### src/rtl/wcache_pkg.sv
package wcache_pkg;
   typedef enum logic [0:0] {
      WC_IDLE = 1'b0,
      WC_PROG = 1'b1
   } wc_state_e;
endpackage

### src/rtl/wcache_store.sv
module wcache_store #(
   parameter int BYTE_W      = 8,
   parameter int PAGE_BYTES  = 8,
   parameter int CACHE_PAGES = 8,
   localparam int SLOTS  = PAGE_BYTES * CACHE_PAGES,
   localparam int PTR_W  = $clog2(SLOTS),
   localparam int OFS_W  = $clog2(PAGE_BYTES),
   localparam int CP_W   = $clog2(CACHE_PAGES),
   localparam int PAGE_W = BYTE_W * PAGE_BYTES
) (
   input  logic                   clk,
   input  logic                   rst_n,
   input  logic                   start,
   input  logic [OFS_W-1:0]       start_ofs,
   input  logic                   load,
   input  logic [BYTE_W-1:0]      load_dat,
   input  logic                   clear,
   input  logic [CP_W-1:0]        rd_page,
   output logic [PAGE_W-1:0]      rd_data,
   output logic [PAGE_BYTES-1:0]  rd_be,
   output logic [CACHE_PAGES-1:0] page_used
);
   if (SLOTS != (1 << PTR_W)) begin : g_bad_slots
      $error("wcache_store: cache slot count must be a power of two");
   end
   if (PAGE_BYTES != (1 << OFS_W)) begin : g_bad_page
      $error("wcache_store: PAGE_BYTES must be a power of two");
   end

   logic [PTR_W-1:0]        ptr_q;
   logic [PTR_W-1:0]        slot;
   logic [SLOTS-1:0]        vld_q, vld_d;
   logic [SLOTS*BYTE_W-1:0] mem_q;

   // a start restarts the fill at page 0, at the requested byte offset
   assign slot = start ? PTR_W'(start_ofs) : ptr_q;

   always_comb begin
      vld_d = start ? '0 : vld_q;
      if (load) vld_d[slot] = 1'b1;
   end

   always_ff @(posedge clk or negedge rst_n) begin
      if (!rst_n) begin
         ptr_q <= '0;
         vld_q <= '0;
      end else begin
         if (load)       ptr_q <= slot + 1'b1;
         else if (start) ptr_q <= slot;
         if (clear)      vld_q <= '0;
         else            vld_q <= vld_d;
      end
   end

   always_ff @(posedge clk) begin
      if (load) mem_q[slot*BYTE_W +: BYTE_W] <= load_dat;
   end

   for (genvar g = 0; g < CACHE_PAGES; g++) begin : g_page
      assign page_used[g] = |vld_q[g*PAGE_BYTES +: PAGE_BYTES];
   end

   assign rd_data = mem_q[rd_page*PAGE_W +: PAGE_W];
   assign rd_be   = vld_q[rd_page*PAGE_BYTES +: PAGE_BYTES];

   // the fill pointer wraps from the last slot to slot 0
   a_r3_ptr_wrap: assert property (@(posedge clk) disable iff (!rst_n)
      (load && !start && ptr_q == PTR_W'(SLOTS-1)) |=> (ptr_q == '0));
   // cache contents change only on a load
   a_r8_mem_hold: assert property (@(posedge clk) disable iff (!rst_n)
      (!load && $past(load)) |=> $stable(vld_q) || clear || start);
endmodule

### src/rtl/wcache_commit.sv
module wcache_commit
   import wcache_pkg::*;
#(
   parameter int CACHE_PAGES = 8,
   parameter int PAGE_CYCLES = 500000,
   localparam int CP_W  = $clog2(CACHE_PAGES),
   localparam int TMR_W = (PAGE_CYCLES > 1) ? $clog2(PAGE_CYCLES) : 1
) (
   input  logic                   clk,
   input  logic                   rst_n,
   input  logic                   go,
   input  logic [CACHE_PAGES-1:0] page_used,
   output logic                   busy,
   output logic                   we,
   output logic                   clear,
   output logic [CP_W-1:0]        pg_idx
);
   if (PAGE_CYCLES < 2) begin : g_bad_cycles
      $error("wcache_commit: PAGE_CYCLES must be at least 2");
   end

   wc_state_e        st_q;
   logic [TMR_W-1:0] tmr_q;
   logic [CP_W-1:0]  idx_q, idx_nx;
   logic             last_tick, more;

   assign idx_nx    = idx_q + 1'b1;
   assign last_tick = (st_q == WC_PROG) && (tmr_q == TMR_W'(PAGE_CYCLES-1));
   assign more      = (idx_q != CP_W'(CACHE_PAGES-1)) && page_used[idx_nx];

   always_ff @(posedge clk or negedge rst_n) begin
      if (!rst_n) begin
         st_q  <= WC_IDLE;
         tmr_q <= '0;
         idx_q <= '0;
      end else if (st_q == WC_IDLE) begin
         if (go) begin
            st_q  <= WC_PROG;
            tmr_q <= '0;
            idx_q <= '0;
         end
      end else if (last_tick) begin
         tmr_q <= '0;
         if (more) idx_q <= idx_nx;
         else      st_q  <= WC_IDLE;
      end else begin
         tmr_q <= tmr_q + 1'b1;
      end
   end

   assign busy   = (st_q == WC_PROG);
   assign we     = busy && (tmr_q == '0);
   assign clear  = last_tick && !more;
   assign pg_idx = idx_q;

   // the page strobe lasts a single cycle
   a_r6_strobe_single: assert property (@(posedge clk) disable iff (!rst_n)
      we |=> !we);
   // busy only ends at the close of a full page cycle
   a_r6_busy_span: assert property (@(posedge clk) disable iff (!rst_n)
      $fell(busy) |-> ($past(tmr_q) == TMR_W'(PAGE_CYCLES-1)));
endmodule

### src/rtl/wcache_ctrl.sv
module wcache_ctrl #(
   parameter int ADDR_W      = 13,
   parameter int BYTE_W      = 8,
   parameter int PAGE_BYTES  = 8,
   parameter int CACHE_PAGES = 8,
   parameter int PAGE_CYCLES = 500000,
   localparam int OFS_W  = $clog2(PAGE_BYTES),
   localparam int PA_W   = ADDR_W - OFS_W,
   localparam int CP_W   = $clog2(CACHE_PAGES),
   localparam int PAGE_W = BYTE_W * PAGE_BYTES
) (
   input  logic                  clk,
   input  logic                  rst_n,
   input  logic                  wr_start,
   input  logic [ADDR_W-1:0]     wr_addr,
   input  logic                  byte_vld,
   input  logic [BYTE_W-1:0]     byte_dat,
   input  logic                  stop,
   output logic                  arr_we,
   output logic [PA_W-1:0]       arr_page,
   output logic [PAGE_W-1:0]     arr_data,
   output logic [PAGE_BYTES-1:0] arr_be,
   output logic                  busy
);
   if (ADDR_W <= OFS_W) begin : g_bad_addr
      $error("wcache_ctrl: ADDR_W must exceed the page offset width");
   end

   logic                   acc_start, acc_load, go, clear, has_data;
   logic [CACHE_PAGES-1:0] used;
   logic [CP_W-1:0]        idx;
   logic [PA_W-1:0]        base_q;

   assign acc_start = wr_start && !busy;
   assign acc_load  = byte_vld && !busy;
   assign has_data  = acc_load || ((|used) && !acc_start);
   assign go        = stop && !busy && has_data;

   always_ff @(posedge clk or negedge rst_n) begin
      if (!rst_n)         base_q <= '0;
      else if (acc_start) base_q <= wr_addr[ADDR_W-1:OFS_W];
   end

   wcache_store #(
      .BYTE_W(BYTE_W), .PAGE_BYTES(PAGE_BYTES), .CACHE_PAGES(CACHE_PAGES)
   ) u_store (
      .clk(clk), .rst_n(rst_n),
      .start(acc_start), .start_ofs(wr_addr[OFS_W-1:0]),
      .load(acc_load), .load_dat(byte_dat),
      .clear(clear), .rd_page(idx),
      .rd_data(arr_data), .rd_be(arr_be), .page_used(used)
   );

   wcache_commit #(
      .CACHE_PAGES(CACHE_PAGES), .PAGE_CYCLES(PAGE_CYCLES)
   ) u_commit (
      .clk(clk), .rst_n(rst_n), .go(go), .page_used(used),
      .busy(busy), .we(arr_we), .clear(clear), .pg_idx(idx)
   );

   // the sum wraps past the top array page
   assign arr_page = base_q + PA_W'(idx);

   // the start page stays fixed for the whole commit
   a_r8_base_frozen: assert property (@(posedge clk) disable iff (!rst_n)
      busy |=> $stable(base_q));
   // a committed page always enables at least one byte
   a_r7_be_nonempty: assert property (@(posedge clk) disable iff (!rst_n)
      arr_we |-> (|arr_be));
endmodule

### config.mk
export PLATFORM = sky130hd
export DESIGN_NAME = wcache_ctrl
export DESIGN_NICKNAME = d
export VERILOG_FILES = /design/src/rtl/wcache_pkg.sv /design/src/rtl/wcache_store.sv /design/src/rtl/wcache_commit.sv /design/src/rtl/wcache_ctrl.sv
export SDC_FILE = /design/constraint.sdc
export NUM_CORES = 1
export LEC_CHECK = 0
export BUFFER_PORTS_ARGS = -buffer_cell sky130_fd_sc_hd__buf_2
export CORE_MARGIN = 1
export CORE_UTILIZATION = 50
export DETAILED_ROUTE_END_ITERATION = 8
export PLACE_DENSITY_LB_ADDON = 0.25
export SYNTH_ARGS = -nofsm -noshare
export SYNTH_HDL_FRONTEND = slang
export SYNTH_SLANG_ARGS = --single-unit
### constraint.sdc
create_clock -name clk -period 3.75 [get_ports clk]
set_clock_uncertainty 0.2 [all_clocks]
set_input_delay 0.1875 -clock clk [delete_from_list [all_inputs] [get_ports clk]]
set_output_delay 0.1875 -clock clk [all_outputs]
set_load 0.01 [all_outputs]
==> results.toml <==
[logic_synthesis]
synth_edf_count = 512
synth_top_family_by_area = "simple AND/OR/NAND/NOR gates"
synth_simple_gate_area_share = 0.149
ys_seq_area_frac = 0.633
synth.distinct_cells = 57
yosys.area.top_type = "edfxtp_1"
yosysWarnings = 0
synth_seq_cells = 615
synthAdderAreaFrac = 0.00468
async_flop_share = 0.167
synth_compound_area_frac = 0.0311
synthMuxAreaShare = 0.147
synth_top_area_share = 0.542
synth_nets = 2201
syn-mean-instance-area_um2 = 13.1
synthTopCellsByArea = "edfxtp_1, mux4_2, dfrtp_1"
ys.flop_type = "edfxtp_1"
synthCells = 2165
synth_area_mm2 = 0.0283
synthXorXnorAreaFrac = 0.00587

[place]
gp_congestion = 0.890
dp_hpwl_um = 50200
dp_cells = 2975
portBuffers = 109

[clock_tree]
post_cts_buffers = 0
htree_levels = 3
tritoncts = "done"
clk_pin_slew_ps = 60
clockBufferDepth = 3
cts_buffers = 67
clk_latency_ps = 590
cts_sinks = 615
cts_root_buffer = "clkbuf_16"

[floorplanning]
ios = 110
start_util = 0.511
num_rows = 86
die_w_um = 240
coreArea_mm2 = 0.0555
die_y_um = 240
dieArea_mm2 = 0.0577

[routing]
wl_um = 76700
drt_first_iter_violations = 2448
drc = 0
wire_per_inst_um = 24.6
final_antenna_net_count = 0
vias = 19133
dr.pass1.iters = 5
routed_via_density = 6.13

[sta]
finalSetupViolCount = 0
period_minus_slack_ps = 3510
fmax_ghz = 0.285
relSlewSlack = 0.232
grt_setup_unrepaired = "no"
worst_pin_slew_ps = 1150
hold_viol = 0
post-route-period-util = 0.935
slew_violations = 0

[worst_hold_path]
hold_class = "in -> reg"

[critical_path]
endpoint_kind = "register"
path_class = "reg -> reg"
startpoint_type = "register"
critPathMaxFanout = 14
worstPathArrival_ps = 3520
worstPathRequired_ps = 3760

[power]
power.density_mw_per_mm2 = 598
leakage_nw = 11.4
irDropWorstVdd_uv = 419
p_total_mw = 19.5

[grt]
grt_pass1_wl_um = 115000
grt_pass1_vias = 18961
grt.total_usage = 0.271
overflow = 0
grt_max_degree = 89
antenna_found_initial = 2
top_usage_layer = "met2"
use_met2 = 0.442
use_met3 = 0.0426
grt_util_met1 = 0.372

[status]
outcome = "completed"

[run]
maxCapViolations = 0

[final_layout]
insertedDiodeCount = 0
num-nets-final = 2358
stdcell_count = 3123
drive_gt1_frac = 0.243
area_growth_pct = 15.0
final_util = 0.587
[report_power, final]
| group | switching, mW | total [mW] | internal (mW) |
|---|---|---|---|
| combinational | 3.76 | 5.24 | 1.48 |
| clock | 2.66 | 6.39 | 3.73 |
| sequential | 0.260 | 7.87 | 7.61 |
[state kept, by name (all words and copies together), names as in the netlist]
name and cells:
u_commit.tmr_q 19, u_store.mem_q 512, u_store.ptr_q 6, base_q 10
u_commit.busy 1, u_commit.pg_idx 3, u_store.vld_q 64
[per-layer routing]
metal	up-vias	routed length [um]
li1	8321	-
met1	9661	29700
met2	1012	37700
met3	137	7070
met4	2	2180
met5	-	17
[repair_timing]
action | CTS | global route
endpoints found under the hold margin | 129 | 0
endpoints found under the setup margin | 0 | 8
hold buffers | 26 | 0
gates resized for setup | 0 | 1
[metrics by stage]
stage	hold slack, ps	TNS (ps)	worst slack [ps]	instance area (um2)
final	91.7	0	243	32600
after global routing	70.8	0	51.7	32600
after CTS	40.9	0	210	32600
after detailed placement	-70.8	0	226	30200
after global placement	-73.4	0	324	30200
after floorplan	-308	-1390	-87.0	28300
[Yosys cell counts (all sizes together), types with 2 or more instances]
master / instances
nor4: 27
nand3: 46
or4: 4
buf: 80
mux2: 74
o22ai: 5
mux2i: 8
nand4b: 2
nor3: 156
xor2: 5
nand2: 156
o31ai: 3
mux4: 144
nor3b: 2
edfxtp: 512
dfrtp: 103
and3: 12
inv: 17
nand2b: 11
a22oi: 64
o21ai: 12
clkbuf: 94
o21a: 5
a21oi: 17
nand4: 11
a31oi: 8
nand3b: 3
nor2: 513
a21o: 3
xnor2: 14
a41oi: 2
a211o: 3
nor2b: 6
and2: 23
ha: 9
[logic make-up after synthesis]
logic type      Yosys count
simple gates            978
flops                   615
mux                     226
buf+inv                 191
compound gates          126
xor+xnor                 19
fa+ha+maj                10
[critical path: stages (launching register included)]
cell and delay [ps]:
dfrtp_1 420, nand2b_2 330, mux2_2 420, nand4_1 160
inv_1 70, ha_1 330, a21oi_2 130, buf_4 180
nand3_1 80, buf_4 220, nor2_1 590
[worst paths after layout]
check | startpoint | to | slack (ps) | depth (start not counted)
worst max-delay path | u_commit.busy$_DFF_PN0_ | u_store.mem_q[291]$_DFFE_PP_ | 240 | 10
worst min-delay path | wr_addr[1] | u_store.ptr_q[2]$_DFFE_PN0P_ | 90 | 5
worst max register to register | u_commit.busy$_DFF_PN0_ | u_store.mem_q[291]$_DFFE_PP_ | 240 | 10
worst min register to register | base_q[0]$_DFFE_PN0P_ | base_q[0]$_DFFE_PN0P_ | 300 | 2
max in group asynchronous | rst_n | u_store.vld_q[13]$_DFF_PN0_ | 2280 | 4
min in group asynchronous | rst_n | u_store.vld_q[34]$_DFF_PN0_ | 460 | 4
[cells in the final DEF, fill, tap and decap left out, types with 9 or more instances in the layout]
master | Yosys | routed
a21oi_1 | 16 | 16
a22oi_1 | 64 | 64
and2_1 | 23 | 23
and3_1 | 12 | 12
buf_2 | 46 | 108
buf_4 | 1 | 121
clkbuf_1 | 94 | 20
clkbuf_16 | 0 | 68
clkinv_1 | 0 | 10
clkinv_2 | 0 | 10
dfrtp_1 | 103 | 100
dlygate4sd3_1 | 0 | 25
edfxtp_1 | 512 | 512
ha_1 | 9 | 9
inv_1 | 17 | 17
mux2_2 | 74 | 74
mux4_2 | 144 | 144
nand2_1 | 156 | 152
nand2b_1 | 11 | 9
nand3_1 | 46 | 44
nand4_1 | 11 | 11
nor2_1 | 512 | 512
nor3_1 | 155 | 154
nor4_1 | 26 | 22
o21ai_0 | 9 | 9
xnor2_1 | 14 | 14
[final cells by class]
cell class                 instances  area [um2]
inverter                          17        63.8
multi-input combinational       1359        9670
sequential                       615       18000
tap                              748         936
fill                            4414       22900
clock buffer                      93        1850
timing repair buffer             262        1860
clock inverter                    29         274
Power figures use the tool's default switching activity.
